File: config.mk
export PLATFORM = sky130hd
export DESIGN_NAME = insn_decoder
export DESIGN_NICKNAME = d
export VERILOG_FILES = /design/src/rtl/insn_decoder.sv
export SDC_FILE = /design/constraint.sdc
export NUM_CORES = 1
export LEC_CHECK = 0
export BUFFER_PORTS_ARGS = -buffer_cell sky130_fd_sc_hd__buf_2
export CAP_MARGIN = 20
export CORE_UTILIZATION = 40
export CTS_CLUSTER_SIZE = 28
export DETAILED_ROUTE_END_ITERATION = 16
export PLACE_DENSITY = 0.69
export SYNTH_ARGS = -nofsm -noshare
export SYNTH_HDL_FRONTEND = slang
export SYNTH_SLANG_ARGS = --single-unit
File: constraint.sdc
create_clock -name clk -period 1.8 [get_ports clk]
set_clock_uncertainty 0.15 [all_clocks]
set_input_delay 0.18 -clock clk [delete_from_list [all_inputs] [get_ports clk]]
set_output_delay 0.18 -clock clk [all_outputs]
set_load 0.03 [all_outputs]
File: src/rtl/insn_decoder.sv
module insn_decoder #(
  parameter int AW      = 12,
  parameter int MEM_LAT = 1
) (
  input  logic          clk,
  input  logic          rst_n,
  input  logic          start,
  input  logic [AW+3:0] instr,
  output logic          mem_rd,
  output logic [AW-1:0] mem_addr,
  input  logic [AW+3:0] mem_rdata,
  output logic [1:0]    cls,
  output logic [2:0]    op,
  output logic [AW-1:0] ea,
  output logic          done
);
  localparam int DW = AW + 4;
  localparam int CW = (MEM_LAT < 1) ? 1 : $clog2(MEM_LAT + 1);
  localparam logic [1:0] C_MEM = 2'd0, C_REG = 2'd1, C_IO = 2'd2;

  logic          pend;
  logic [CW-1:0] cnt;
  logic [2:0]    pop;

  wire       mode    = instr[DW-1];
  wire [2:0] opf     = instr[DW-2 -: 3];
  wire       is_mem  = opf != 3'b111;
  wire       take    = start & ~pend;
  wire       go_ind  = take & is_mem & mode;
  wire       fetched = pend && (cnt == CW'(MEM_LAT));

  always_ff @(posedge clk) begin
    if (!rst_n) begin
      pend     <= 1'b0;
      cnt      <= '0;
      pop      <= '0;
      mem_rd   <= 1'b0;
      mem_addr <= '0;
      cls      <= C_MEM;
      op       <= '0;
      ea       <= '0;
      done     <= 1'b0;
    end else begin
      done   <= 1'b0;
      mem_rd <= 1'b0;
      if (go_ind) begin
        pend     <= 1'b1;
        cnt      <= '0;
        pop      <= opf;
        mem_rd   <= 1'b1;
        mem_addr <= instr[AW-1:0];
      end else if (take) begin
        op   <= opf;
        cls  <= is_mem ? C_MEM : (mode ? C_IO : C_REG);
        ea   <= instr[AW-1:0];
        done <= 1'b1;
      end else if (fetched) begin
        op   <= pop;
        cls  <= C_MEM;
        ea   <= mem_rdata[AW-1:0];
        done <= 1'b1;
        pend <= 1'b0;
      end else if (pend) begin
        cnt <= cnt + 1'b1;
      end
    end
  end
endmodule

==> metrics.txt, run 1 <==
clk slew on worst S/H paths 0.07 ns; GRT Overall Usage 20.8%; DR DRC count 0; Clock Latency Late Sink 0.28 ns; Root Buffer clkbuf_8; DR vias 1500; first-pass GRT wire length 6490 um; minimum clock period 1.61 ns; Worst Path Max Fanout 13; Max Cap Viol 0; final period utilization 89.7%; layout cells sized above 1 42.3%; Power Total 1.86 mW; GP Congestion 0.783; CP Capture Type register; R2R setup slack 0.19 ns; static leakage 0.892 nW; slew of the pin with the lowest slew margin 0.625 ns; mapped cell area 0.00159 sq mm; pre-CTS setup slack 0.196 ns; relative slew slack 58.3%; required time of the critical path 1.88 ns; Yosys reg bits 36; Worst Path Arrival 1.70 ns; Sink Count 36; post-synthesis average cell area 9.52 sq um; number of diodes 0; post-route ant nets 0; final instance area 0.00201 sq mm; core area 0.00374 sq mm; syn nets 202; most frequent cells in the layout buf_2 (61), dfxtp_1 (36), a21oi_1 (18); area leader, netlist dfxtp_1; CTS max path bufs 2; CP Class reg2reg; cell count after placement 266; PwrDens 928 mW/mm^2; Final Max Slew Viols 0; vias in the first global route 1384; final hold slack 0.00951 ns; Ports 66; RSZ-0062 raised after global routing no; Synth top area share 45.4%; Initial DRC Count 102; H-tree levels 2; FP Rows 22; final core utilization 53.6%; initial antenna violation count 0; setup TNS 0 ns; synth unique cells 29; number of synthesis warnings 0; PortBufs 61; status finished clean; # fillers 369; Die X-Extent 65.0 um; DRT Pass-1 Iters 4; Area contributors post-synth dfxtp_1 (45%), o221a_2 (9.2%), a2bb2oi_1 (6.6%), a21oi_1 (5.7%), nand3_1 (5.0%); sequential-to-total area share from yosys stat 45.4%; largest net degree at the start of global routing 21; cells after synthesis 167; Final nets 261; CTS tree built; Post-Route WL 4090 um; Highest Clock Rate 0.619 GHz; area of placed instances 0.00191 sq mm; CTS buffer count 5; CP Launch Type register; most common cell after layout, fill and taps aside buf_2; Final Non-Filler Cells 275; DP Wirelength 2890 um; die area 0.00423 sq mm; final setup margin 0.185 ns; drt wl/cell 14.9 um; final hold vios 0; DR vias/cell 5.45; # setup viols final 0; P&R area growth vs syn 26.2%; Hold Path Class in2reg; Max VDD drop 515 uV; Initial Util 42.4%; DIE HEIGHT 65.0 um; GRT overflow 0
## routing by layer
metal	up-vias	GRT usage [%]	wire (um)
li1	743	-	-
met1	709	26.4	1940
met2	46	31.8	1870
met4	0	12.2	28
met3	2	5.11	249
met5	-	0	0
## repair_timing
action                                 in CTS  in global routing
setup buffers                               0                  0
hold buffers                                1                  0
endpoints found under the hold margin       1                  0
resized for setup                           0                  0
## cell families (layout without fill, tap and decap cells)
logic type             after synthesis  after routing  synth area share (%)
buffers and inverters               21             81                  7.32
muxes                                1              1                  1.42
DFF                                 36             36                  45.4
AOI/OAI and AO/OA                   67             67                  32.0
and+or+nand+nor                     42             42                  13.9
## area by class of cell
type / instances / area [sq um] / share of cell area [%]
clock buffer: 8 / 90.1 / 4.49
inverter: 4 / 15.0 / 0.749
multi-input combinational: 110 / 752 / 37.5
tap: 48 / 60.1 / 2.99
timing repair buffer: 69 / 368 / 18.3
sequential: 36 / 721 / 35.9
## where the power goes
| part | switching, mW | internal [mW] |
|---|---|---|
| clock | 0.273 | 0.312 |
| sequential | 0.0295 | 0.852 |
| combinational | 0.244 | 0.150 |
| total | 0.547 | 1.31 |
## flip-flops by register name, summed over array words and instances (netlist names)
signal and flops:
cnt 1, ea 12, pop 3, mem_addr 12
done 1, cls 2, pend 1, op 3
mem_rd 1
## critical path, stage by stage (launching register included)
cell and delay (ns):
dfxtp_1 0.47, and3b_2 0.32, a21oi_4 0.37, o221a_2 0.25
## cell usage after synthesis (all sizes together)
cell type	count
nor3	3
nand3b	1
inv	4
o2bb2a	1
nand3	17
clkbuf	8
o21a	1
a21oi	20
and3b	1
o221a	13
a2bb2oi	12
a21o	1
and3	1
mux2i	1
nor2b	1
nand2	2
buf	9
nor2	15
o21ai	16
a32oi	1
dfxtp	36
or3b	1
o221ai	2
## path summary, 6_finish.rpt
kind	cells after the start	startpoint	end
worst min register to register	2	op[2]	op[2]
worst max-delay path	3	pend	ea[8]
worst max register to register	3	pend	ea[8]
worst min-delay path	3	instr[6]	mem_addr[6]
Power figures use the tool's default switching activity.
==> inputs of run 2 (changes only) <==
--- a/config.mk
+++ b/config.mk
@@ -7,10 +7,12 @@
 export LEC_CHECK = 0
 export BUFFER_PORTS_ARGS = -buffer_cell sky130_fd_sc_hd__buf_2
 export CAP_MARGIN = 20
+export CORE_ASPECT_RATIO = 1.1
 export CORE_UTILIZATION = 40
 export CTS_CLUSTER_SIZE = 28
 export DETAILED_ROUTE_END_ITERATION = 16
-export PLACE_DENSITY = 0.69
+export PLACE_DENSITY = 0.78
+export SKIP_CTS_REPAIR_TIMING = 1
 export SYNTH_ARGS = -nofsm -noshare
 export SYNTH_HDL_FRONTEND = slang
 export SYNTH_SLANG_ARGS = --single-unit
==> metrics.txt, run 2 (synthesis gave the netlist of run 1 again) <==
die area 0.00423 sq mm (about the same); most common cell after layout, fill and taps aside buf_2 (unchanged); Initial DRC Count 130 (was 102); slew of the pin with the lowest slew margin 0.635 ns (was 0.625 ns); Max VDD drop 514 uV (was 515 uV); CP Launch Type register (unchanged); final period utilization 92.9% (was 89.7%); CP Class reg2reg (unchanged); CTS max path bufs 2 (unchanged); CTS tree built (unchanged); Initial Util 42.8% (was 42.4%); GP Congestion 0.741 (was 0.783); # setup viols final 0 (unchanged); final core utilization 54.3% (was 53.6%); Power Total 1.89 mW (was 1.86 mW); layout cells sized above 1 43.8% (was 42.3%); Max Cap Viol 0 (unchanged); setup TNS 0 ns (unchanged); most frequent cells in the layout buf_2 (61), dfxtp_1 (36), a21oi_1 (18) (unchanged); Post-Route WL 4020 um (was 4090 um); Hold Path Class in2reg (unchanged); CTS buffer count 5 (unchanged); Highest Clock Rate 0.598 GHz (was 0.619 GHz); GRT Overall Usage 21.0% (was 20.8%); relative slew slack 57.6% (was 58.3%); static leakage 0.899 nW (was 0.892 nW); Die X-Extent 62.1 um (was 65.0 um); Worst Path Arrival 1.75 ns (was 1.70 ns); number of diodes 0 (unchanged); GRT overflow 0 (unchanged); largest net degree at the start of global routing 21 (unchanged); clk slew on worst S/H paths 0.07 ns (about the same); drt wl/cell 14.6 um (was 14.9 um); DIE HEIGHT 68.1 um (was 65.0 um); vias in the first global route 1354 (was 1384); DRT Pass-1 Iters 4 (unchanged); Root Buffer clkbuf_8 (unchanged); R2R setup slack 0.13 ns (was 0.19 ns); required time of the critical path 1.88 ns (about the same); first-pass GRT wire length 6350 um (was 6490 um); core area 0.00371 sq mm (was 0.00374 sq mm); minimum clock period 1.67 ns (was 1.61 ns); Clock Latency Late Sink 0.28 ns (about the same); final hold vios 0 (unchanged); pre-CTS setup slack 0.0688 ns (was 0.196 ns); Final Max Slew Viols 0 (unchanged); Sink Count 36 (unchanged); initial antenna violation count 0 (unchanged); Final nets 261 (unchanged); DP Wirelength 2880 um (was 2890 um); FP Rows 23 (was 22); P&R area growth vs syn 26.8% (was 26.2%); PortBufs 61 (unchanged); CP Capture Type register (unchanged); H-tree levels 2 (unchanged); Hold Path Depth 3 (unchanged); DR vias 1500 (unchanged); post-route ant nets 0 (unchanged); final setup margin 0.128 ns (was 0.185 ns); status finished clean (unchanged); DR vias/cell 5.43 (was 5.45); Worst Path Max Fanout 13 (unchanged); Regs by FF count ea: 12 flops, mem_addr: 12 flops (unchanged); RSZ-0062 raised after global routing no (unchanged); FF-to-FF path depth 3 (unchanged); DR DRC count 0 (unchanged); PwrDens 938 mW/mm^2 (was 928 mW/mm^2); Ports 66 (unchanged)
==> run 2: cell types whose count changed in the layout (fill, tap and decap cells not counted), sizes merged <==
cell / before / now
clkbuf: 8 / 7
buf: 68 / 69
dlygate4sd3: 1 / 0
==> run 2: metal layers <==
metal | routed length (um) | vias to the layer above | global-route usage [%]
li1 | - | 737 | -
met1 | 1780 | 708 | 26.0
met2 | 1960 | 53 | 33.5
met3 | 266 | 2 | 4.73
met4 | 18 | 0 | 10.8
met5 | 0 | - | 0
==> run 2: through the flow <==
step / cell area [sq um] / cells / hold WS, ns
2_1_floorplan: 1590 / 167 / 0.178
3_3_place_gp: 1920 / 269 / 0.288
3_5_place_dp: 1920 / 269 / 0.293
4_1_cts: 2010 / 276 / 0.00301
5_1_grt: 2010 / 276 / 0.00761
6_report: 2010 / 276 / 0.00770
==> run 2: cell type report <==
cell class,count,area (sq um)
Clock buffer,7,96.3
Fill cell,373,1700
Inverter,4,15.0
Multi-Input combinational cell,110,754
Sequential cell,36,721
Tap cell,50,62.6
Timing Repair Buffer,69,365
==> run 2: power by group <==
group / internal [mW] / switching [mW] / leakage, nW
logic: 0.150 / 0.241 / 0.553
clock network: 0.341 / 0.274 / 0.0503
registers: 0.852 / 0.0309 / 0.296
total: 1.34 / 0.546 / 0.899
==> run 2: worst paths after layout <==
kind	startpoint	endpoint
hold / removal	instr[4]	mem_addr[4]
setup / recovery	pend	ea[9]
hold reg to reg	op[0]	op[0]
setup reg to reg	pend	ea[9]
==> run 2: critical path, stage by stage (launching register included) <==
cell and delay, ns:
dfxtp_1 0.58, and3b_2 0.29, a21oi_4 0.36, o221a_2 0.25
